**src/rtl/pal_cell_pkg.sv**
```systemverilog
package pal_cell_pkg;
  typedef enum logic [1:0] {
    MODE_REG_LOW   = 2'b00,
    MODE_REG_HIGH  = 2'b01,
    MODE_COMB_LOW  = 2'b10,
    MODE_COMB_HIGH = 2'b11
  } cell_mode_e;

  localparam int LITS_PER_INPUT = 2;

  function automatic logic mode_is_comb(input logic [1:0] m);
    return m[1];
  endfunction

  function automatic logic mode_is_high(input logic [1:0] m);
    return m[0];
  endfunction
endpackage

```
**src/rtl/pal_term_array.sv**
```systemverilog
module pal_term_array
  import pal_cell_pkg::*;
#(
  parameter int N_IN   = 16,
  parameter int N_TERM = 8
) (
  input  logic [N_IN-1:0]                       in_vec_i,
  input  logic [N_TERM*LITS_PER_INPUT*N_IN-1:0] fuse_i,
  output logic                                  sum_o
);
  localparam int TERM_W = LITS_PER_INPUT * N_IN;

  logic [TERM_W-1:0] lits;
  logic [N_TERM-1:0] terms;

  // literal order: even bit true form, odd bit complemented form
  for (genvar i = 0; i < N_IN; i++) begin : g_lit
    assign lits[2*i]   = in_vec_i[i];
    assign lits[2*i+1] = ~in_vec_i[i];
  end

  for (genvar t = 0; t < N_TERM; t++) begin : g_term
    logic [TERM_W-1:0] sel;
    assign sel      = fuse_i[t*TERM_W +: TERM_W];
    // an unused term (no literal selected) must not pull the sum high
    assign terms[t] = (|sel) & (&(lits | ~sel));
  end

  assign sum_o = |terms;
endmodule

```
**src/rtl/pal_out_reg.sv**
```systemverilog
module pal_out_reg #(
  parameter int SYNC_STAGES = 2
) (
  input  logic clk,
  input  logic rst_n,
  input  logic d_i,
  output logic q_o,
  output logic srst_n_o
);
  logic [SYNC_STAGES-1:0] sync_q;
  logic [SYNC_STAGES-1:0] sync_nxt;
  logic                   q_nxt;
  logic                   cap_en;

  // reset release synchroniser
  always_comb sync_nxt = {sync_q[SYNC_STAGES-2:0], 1'b1};

  always_ff @(posedge clk or negedge rst_n) begin
    if (!rst_n) sync_q <= '0;
    else        sync_q <= sync_nxt;
  end

  assign srst_n_o = sync_q[SYNC_STAGES-1];

  assign cap_en = 1'b1;

  always_comb begin
    q_nxt = q_o;
    if (cap_en) q_nxt = d_i;
  end

  always_ff @(posedge clk or negedge srst_n_o) begin
    if (!srst_n_o) q_o <= 1'b0;
    else           q_o <= q_nxt;
  end

  assert_capture_R5: assert property (@(posedge clk) disable iff (!srst_n_o)
    1'b1 |=> q_o == $past(d_i));

  assert_reset_clear_R6: assert property (@(posedge clk)
    !srst_n_o |-> q_o == 1'b0);
endmodule

```
**src/rtl/pal_out_route.sv**
```systemverilog
module pal_out_route
  import pal_cell_pkg::*;
(
  input  logic [1:0] mode_i,
  input  logic       sum_i,
  input  logic       q_i,
  input  logic       oe_i,
  input  logic       fb_sel_i,
  input  logic       pin_in_i,
  output logic       pin_o,
  output logic       fb_o
);
  logic raw;
  logic own_fb;
  logic use_pin;

  always_comb begin
    raw     = mode_is_comb(mode_i) ? sum_i : q_i;
    pin_o   = mode_is_high(mode_i) ? raw : ~raw;
    // registered: uninverted state; combinational: driven value
    own_fb  = mode_is_comb(mode_i) ? pin_o : q_i;
    use_pin = fb_sel_i | ~oe_i;
    fb_o    = use_pin ? pin_in_i : own_fb;
  end
endmodule

```
**src/rtl/pal_out_cell.sv**
```systemverilog
module pal_out_cell
  import pal_cell_pkg::*;
#(
  parameter int N_IN   = 16,
  parameter int N_TERM = 8
) (
  input  logic                          clk,
  input  logic                          rst_n,
  input  logic [N_IN-1:0]               in_vec,
  input  logic [N_TERM*2*N_IN-1:0]      fuse_mask,
  input  logic [1:0]                    mode,
  input  logic                          fb_sel,
  input  logic                          oe,
  input  logic                          pin_in,
  output logic                          pin_out,
  output logic                          fb_out
);
  logic sop;
  logic q;
  logic srst_n;

  pal_term_array #(.N_IN(N_IN), .N_TERM(N_TERM)) u_terms (
    .in_vec_i (in_vec),
    .fuse_i   (fuse_mask),
    .sum_o    (sop)
  );

  pal_out_reg #(.SYNC_STAGES(2)) u_reg (
    .clk      (clk),
    .rst_n    (rst_n),
    .d_i      (sop),
    .q_o      (q),
    .srst_n_o (srst_n)
  );

  pal_out_route u_route (
    .mode_i   (mode),
    .sum_i    (sop),
    .q_i      (q),
    .oe_i     (oe),
    .fb_sel_i (fb_sel),
    .pin_in_i (pin_in),
    .pin_o    (pin_out),
    .fb_o     (fb_out)
  );

  assert_reg_pin_R3: assert property (@(posedge clk) disable iff (!srst_n)
    !mode[1] |=> (mode != $past(mode)) ||
                 (pin_out == ($past(mode[0]) ? $past(sop) : ~$past(sop))));

  assert_comb_pin_R4: assert property (@(posedge clk) disable iff (!rst_n)
    mode[1] |-> pin_out == (mode[0] ? sop : ~sop));

  assert_own_fb_R7: assert property (@(posedge clk) disable iff (!rst_n)
    (oe && !fb_sel) |-> fb_out == ((mode[1] || mode[0]) ? pin_out : ~pin_out));

  assert_pin_fb_R8: assert property (@(posedge clk) disable iff (!rst_n)
    (oe && fb_sel) |-> fb_out == pin_in);

  assert_oe_fb_R9: assert property (@(posedge clk) disable iff (!rst_n)
    !oe |-> fb_out == pin_in);
endmodule

```
**config.mk**
```make
export PLATFORM = sky130hd
export DESIGN_NAME = pal_out_cell
export DESIGN_NICKNAME = d
export VERILOG_FILES = /design/src/rtl/pal_cell_pkg.sv /design/src/rtl/pal_term_array.sv /design/src/rtl/pal_out_reg.sv /design/src/rtl/pal_out_route.sv /design/src/rtl/pal_out_cell.sv
export SDC_FILE = /design/constraint.sdc
export NUM_CORES = 1
export LEC_CHECK = 0
export ABC_AREA = 1
export BUFFER_PORTS_ARGS = -buffer_cell sky130_fd_sc_hd__buf_2
export CELL_PAD_IN_SITES_DETAIL_PLACEMENT = 1
export CELL_PAD_IN_SITES_GLOBAL_PLACEMENT = 1
export CORE_MARGIN = 2
export CORE_UTILIZATION = 21
export DETAILED_ROUTE_END_ITERATION = 8
export HOLD_SLACK_MARGIN = 0.12
export MAX_ROUTING_LAYER = met4
export PLACE_DENSITY_LB_ADDON = 0.05
export SYNTH_ARGS = -nofsm -noshare
export SYNTH_HDL_FRONTEND = slang
export SYNTH_HIERARCHICAL = 1
export SYNTH_SLANG_ARGS = --single-unit
export TNS_END_PERCENT = 10
```
**constraint.sdc**
```tcl
create_clock -name clk -period 2.1 [get_ports clk]
set_input_delay 0.42 -clock clk [delete_from_list [all_inputs] [get_ports clk]]
set_output_delay 0.42 -clock clk [all_outputs]
set_load 0.05 [all_outputs]
```
======== Word level (Yosys, flattened, before mapping) ========
Index checks and enable logic that the tools add are counted.
word-level totals
  flip-flop bits (word level) ............. 3
  latch bits .............................. 0
  memory bits (writable) .................. 0
  bits in read-only memories .............. 0
  input port bits ......................... 279
  output and inout bits ................... 2
  word-level logic and storage cells ...... 66
  memories kept ........................... 0
cells by class
  $add $sub $neg .......................... 0
  $mul .................................... 0
  div/mod/pow operators ................... 0
  $lt $le $gt $ge ......................... 0
  eq/ne operators ......................... 0
  shift operators ......................... 0
  muxes and demuxes ....................... 4
  bitwise operators ....................... 43
  reductions and logical operators ........ 17
operators by type and width
  cell               count
  $not 32->32        8
  $or 32x32->32      8
  $reduce_and 32->1  8
  $reduce_or 32->1   8
  $not 1->1          18
  $and 1x1->1        8
  $reduce_or 8->1    1
  $mux 1             4
  $or 1x1->1         1

======== Depth between registers and ports, before layout ========
  depth in word-level cells ............... 10
  depth in mapped cells ................... 16
  mapped depth without buffers ............ 15

======== Hierarchy ========
The synthesis kept the hierarchy.
by module, submodules not included
  module          times used  cells each  area an instance (µm²)  seq. area each (µm²)
  pal_term_array  1           752         3,015.4                 0.0
  pal_out_reg     1           4           78.8                    75.1
  pal_out_route   1           13          67.6                    0.0

======== Least setup slack after synthesis ========
OpenSTA, ideal clock, no wires.
  path kind ............................... input to output
  start point ............................. in in_vec[4]
  end point ............................... out fb_out
  data arrival time ....................... 1.889 ns
  required time ........................... 1.680 ns
  setup slack ............................. -0.209 ns
  stages .................................. 15
  path buffers ............................ 1
  path through ............................ buf_4 > inv_2 > nand2_1 > nand2_1 > nor2_1 > nand2_1 > nor2_1 > nand3_1 > nand2_1 > nor2_1 > nand2_1 > nand2_1 > nand3_1 > nand3_1 > a21oi_2
on the way
  cells in the longest elaborated chain, start to end .. 10
  elaborated cells on any way between the ends .. 31
  those cells by class .................... mux: 4; bitwise: 18; reduce/logical: 9
ends and longest elaborated chain
  item                 line                  RTL
  start, declared      pal_out_cell.sv:9     input logic [N_IN-1:0] in_vec,
  $not 1->1            pal_term_array.sv:19  assign lits[2*i+1] = ~in_vec_i[i];
  $or 32x32->32        pal_term_array.sv:26  assign terms[t] = (|sel) & (&(lits | ~sel));
  $reduce_and 32->1    pal_term_array.sv:26
  $and 1x1->1          pal_term_array.sv:26
  $reduce_or 8->1 (*)  pal_term_array.sv:29  assign sum_o = |terms;
  via sop              pal_out_cell.sv:18    logic sop;
  $mux 1 (*)           pal_out_route.sv:18   raw = mode_is_comb(mode_i) ? sum_i : q_i;
  $not 1->1            pal_out_route.sv:19   pin_o = mode_is_high(mode_i) ? raw : ~raw;
  $mux 1 (*)           pal_out_route.sv:19
  $mux 1 (*)           pal_out_route.sv:21   own_fb = mode_is_comb(mode_i) ? pin_o : q_i;
  $mux 1 (*)           pal_out_route.sv:23   fb_o = use_pin ? pin_in_i : own_fb;
  end, declared        pal_out_cell.sv:16    output logic fb_out
Mark *: on every way through the listed nets, which the timed path passes. The rest lies on a longest branch.

======== Worst setup path in the final report ========
  start point ............................. in fuse_mask[105]
  end point ............................... out fb_out
on the way
  cells in the longest elaborated chain, start to end .. 10
  elaborated cells on any way between the ends .. 11
  those cells by class .................... mux: 4; bitwise: 4; reduce/logical: 3
ends and longest elaborated chain
  item                 line                  RTL
  start, declared      pal_out_cell.sv:10    input logic [N_TERM*2*N_IN-1:0] fuse_mask,
  $not 32->32          pal_term_array.sv:26
  $or 32x32->32        pal_term_array.sv:26
  $reduce_and 32->1    pal_term_array.sv:26
  $and 1x1->1 (*)      pal_term_array.sv:26
  $reduce_or 8->1 (*)  pal_term_array.sv:29
  via sop              pal_out_cell.sv:18
  $mux 1 (*)           pal_out_route.sv:18
  $not 1->1            pal_out_route.sv:19
  $mux 1 (*)           pal_out_route.sv:19
  $mux 1 (*)           pal_out_route.sv:21
  $mux 1 (*)           pal_out_route.sv:23
Marked as above.

==> run_summary.xml <==
<?xml version="1.0" encoding="UTF-8"?>
<metrics>
  <group name="pwr">
    <metric name="ir_drop" unit="mV">0.203</metric>
    <metric name="sw_frac_of_total" unit="%">41.4</metric>
    <metric name="total_power_of_the_final_layout" unit="mW">1.41</metric>
    <metric name="leakage" unit="nW">3.57</metric>
    <metric name="part_of_the_power_in_registers" unit="%">4.3</metric>
    <metric name="power.density_cell_area" unit="nW/µm²">236</metric>
    <metric name="power.share.combinational" unit="%">74.1</metric>
    <metric name="p_clk_share" unit="%">21.6</metric>
    <metric name="p_sw" unit="mW">0.584</metric>
    <metric name="internal_power" unit="mW">0.827</metric>
  </group>
  <group name="route">
    <metric name="drt_pre_antenna_iters" unit="">4</metric>
    <metric name="num_vias" unit="">5817</metric>
    <metric name="detail_route.drc_violations" unit="">0</metric>
    <metric name="final_wirelength" unit="mm">19.1</metric>
    <metric name="detailedRoute.firstIterationViolations" unit="">186</metric>
    <metric name="route.detailed.wl_per_inst" unit="µm">14.5</metric>
    <metric name="final_antenna_net_count" unit="">0</metric>
    <metric name="vias_per_cell" unit="">4.43</metric>
  </group>
  <group name="setup_path">
    <metric name="critical_path.startpoint" unit="">fuse_mask[105]</metric>
    <metric name="critical_path_arrival" unit="ns">1.99</metric>
    <metric name="criticalPathCategory" unit="">primary input to output port</metric>
    <metric name="worst_setup_path_end_kind" unit="">output port</metric>
    <metric name="r2r-start" unit="">u_reg/sync_q[1]</metric>
    <metric name="critical_path_peak_fanout" unit="">2</metric>
    <metric name="setup.worst_path.start_class" unit="">primary input</metric>
    <metric name="cp_data_required_time" unit="ns">1.68</metric>
  </group>
  <group name="placement">
    <metric name="placement.cell_area" unit="µm²">5500</metric>
    <metric name="placement.io_buffers" unit="">280</metric>
    <metric name="place_worst_setup_slack" unit="ns">-0.618</metric>
    <metric name="place.detailed.hpwl" unit="mm">17.0</metric>
    <metric name="place.gp.congestion" unit="">0.872</metric>
  </group>
  <group name="global_routing">
    <metric name="maximum_number_of_pins_on_one_net_before_global_route_repair" unit="">17</metric>
    <metric name="first_pass_grt_wire_length" unit="mm">29.6</metric>
    <metric name="antenna_violations_before_repair" unit="">4</metric>
    <metric name="grt_use_met2" unit="%">43.8</metric>
    <metric name="via_count_of_the_first_global_routing_pass" unit="">6029</metric>
    <metric name="grt_use_met3" unit="%">2.70</metric>
    <metric name="gr-total-overflow" unit="">0</metric>
    <metric name="grt_usage" unit="%">23.9</metric>
    <metric name="grt_most_used_layer" unit="">met2</metric>
    <metric name="groute.layer.met1.usage" unit="%">27.3</metric>
  </group>
  <group name="timing">
    <metric name="max_clock_freq" unit="GHz">0.416</metric>
    <metric name="fin_crit_sh" unit="%">115</metric>
    <metric name="fin_skew" unit="ns">0.000660</metric>
    <metric name="min_period" unit="ns">2.41</metric>
    <metric name="rsz_0062_raised_after_global_routing" unit="">yes</metric>
    <metric name="report.final.hold_viol_count" unit="">0</metric>
    <metric name="finalMaxSlewViolations" unit="">0</metric>
    <metric name="setup_slack" unit="ns">-0.306</metric>
    <metric name="setup_viol_count_final" unit="">2</metric>
  </group>
  <group name="yosys">
    <metric name="synth_seq_area_share" unit="%">2.37</metric>
    <metric name="netlist_area" unit="µm²">3160</metric>
    <metric name="synth_seq_cells" unit="">3</metric>
    <metric name="synthesis.yosys.warnings" unit="">6</metric>
    <metric name="netlist.area_leader.share" unit="%">47.2</metric>
    <metric name="post_synthesis_cell_type_count" unit="">19</metric>
    <metric name="synth.top_cells.by_area" unit="">nand2_1 (47%), nor2_1 (26%), inv_1 (5.6%)</metric>
    <metric name="synth.net_count" unit="">1048</metric>
    <metric name="post_synth_inst_count" unit="">769</metric>
    <metric name="synth_area_leader_cell" unit="">nand2_1</metric>
    <metric name="synth.avg_cell_area" unit="µm²">4.11</metric>
  </group>
  <group name="status">
    <metric name="violations" unit="">negative setup slack</metric>
    <metric name="outcome" unit="">finished with violations</metric>
  </group>
  <group name="hold_path">
    <metric name="holdCritPathClass" unit="">flop to flop</metric>
    <metric name="start_point_of_the_worst_min_delay_path" unit="">u_reg/sync_q[0]</metric>
  </group>
  <group name="clock_tree">
    <metric name="cts_root_buf" unit="">clkbuf_16</metric>
    <metric name="cts.path.max_buffers" unit="">2</metric>
    <metric name="cts_max_level" unit="">1</metric>
    <metric name="clk_latency" unit="ns">0.23</metric>
    <metric name="cts_tree" unit="">built</metric>
    <metric name="inserted_clock_buffers" unit="">3</metric>
    <metric name="cts.clk_slew.worst_paths" unit="ns">0.03</metric>
    <metric name="cts_num_sinks" unit="">3</metric>
  </group>
  <group name="cells_and_area">
    <metric name="num-nets-final" unit="">1404</metric>
    <metric name="drive_above_1_share" unit="%">39.6</metric>
    <metric name="fillerInstances" unit="">2176</metric>
    <metric name="final_design_area_no_fill" unit="µm²">5970</metric>
    <metric name="post-route-util" unit="%">40.8</metric>
    <metric name="syn2layout_area_growth" unit="%">88.8</metric>
  </group>
  <group name="floorplanning">
    <metric name="die_area" unit="µm²">16100</metric>
    <metric name="row_count" unit="">44</metric>
    <metric name="core" unit="µm²">14600</metric>
    <metric name="die_y" unit="µm">127</metric>
    <metric name="initial_core_util" unit="%">21.6</metric>
    <metric name="die_width" unit="µm">127</metric>
    <metric name="floorplan.io_pins" unit="">281</metric>
  </group>
  <group name="job">
    <metric name="drv_cap" unit="">0</metric>
  </group>
</metrics>
-- synth_stat cells --
master and instances:
o21ai_0 11, nand3_1 10, nand2_1 398, inv_1 47
buf_4 13, dfrtp_1 3, a21oi_1 1, and2_1 3
inv_2 13, o21ai_1 12, conb_1 1, o21ai_2 1
and2_2 1, a21oi_2 1, and3_2 1, nor2_1 221
buf_6 3, nand4_1 28, nand2_2 1
-- power by group through the flow --
| stage | clock (mW) | combinational (mW) | sequential [mW] |
|---|---|---|---|
| 3_3_place_gp | 0 | 0.974 | 0.0614 |
| 6_report | 0.305 | 1.05 | 0.0607 |
| 2_1_floorplan | 0 | 0.446 | 0.0613 |
| 3_5_place_dp | 0 | 0.980 | 0.0616 |
| 5_1_grt | 0.316 | 1.17 | 0.0609 |
| 4_1_cts | 0.309 | 1.04 | 0.0607 |
-- flip-flops by register name (all words and copies together) (netlist names) --
name          cells
u_reg/q_o         1
u_reg/sync_q      2
-- path summary, 6_finish.rpt --
path	endpoint	slack [ns]	cells past startpoint
hold reg to reg	u_reg/sync_q[1]	0.34	0
hold / removal	u_reg/sync_q[1]	0.34	0
max in group asynchronous	u_reg/q_o	1.46	1
min in group asynchronous	u_reg/sync_q[0]	0.53	2
setup / recovery	fb_out	-0.31	17
setup reg to reg	u_reg/q_o	1.46	1
-- final cells by class --
type / instances / area, µm² / area share [%]
multi-input cells: 690 / 2920 / 48.9
repair buffers: 367 / 2330 / 39.1
inverters: 60 / 320 / 5.37
well taps: 184 / 230 / 3.86
clock buffers: 4 / 78.8 / 1.32
flip-flops and latches: 3 / 75.1 / 1.26
diodes: 4 / 10.0 / 0.168
-- critical path: stages --
cell	delay [ns]
buf_2	0.11
inv_1	0.04
nand2_1	0.04
nor2_1	0.12
nand2_1	0.12
nor2_4	0.14
nand2_1	0.07
nand3_1	0.07
nand2_1	0.07
nor2_2	0.12
nand2_2	0.08
nand2_2	0.07
nand2_1	0.07
nand2_2	0.07
nand3_2	0.08
a21oi_4	0.13
buf_6	0.17
-- metal layers --
metal	wire length [µm]	part of all wire (%)
met3	1140	6.0
met1	7890	41
met4	481	2.5
met2	9580	50
met5	0	0
-- what timing repair did --
item / CTS / global route
setup buffers: 2 / 0
pin swaps: 49 / 15
resized for setup: 89 / 29
endpoints found under the setup margin: 2 / 2
hold buffers: 2 / 0
endpoints found under the hold margin: 3 / 0
-- layout by cell type, fill, tap and decap left out, types with 3 or more instances in the layout --
| master | n |
|---|---|
| nor2_2 | 38 |
| nor2_4 | 4 |
| o21ai_0 | 6 |
| inv_1 | 47 |
| clkbuf_16 | 3 |
| o21ai_2 | 5 |
| buf_6 | 27 |
| nand3_1 | 8 |
| dfrtp_1 | 3 |
| diode_2 | 4 |
| buf_4 | 81 |
| nor2_1 | 179 |
| o21ai_1 | 13 |
| nand2_2 | 10 |
| nand2_1 | 388 |
| nand4_1 | 28 |
| buf_12 | 7 |
| buf_2 | 249 |
| inv_8 | 12 |
-- kinds of logic after synthesis --
kind of cell | after synthesis | share of synthesized area [%]
buffers and inverters | 76 | 11.3
other | 1 | 0.119
and+or+nand+nor | 663 | 81.9
AOI/OAI and AO/OA | 26 | 4.35
DFF | 3 | 2.37
-- stage by stage --
step                hold WS, ns  TNS (ns)  cells
floorplan              -0.00566   -0.0301    769
global placement       0.000839     -1.14   1302
detailed placement       0.0111     -1.18   1302
CTS                       0.344    -0.651   1308
global route              0.362    -0.861   1312
finish                    0.343    -0.558   1312
Note: power is estimated with default switching activity, not from simulation.
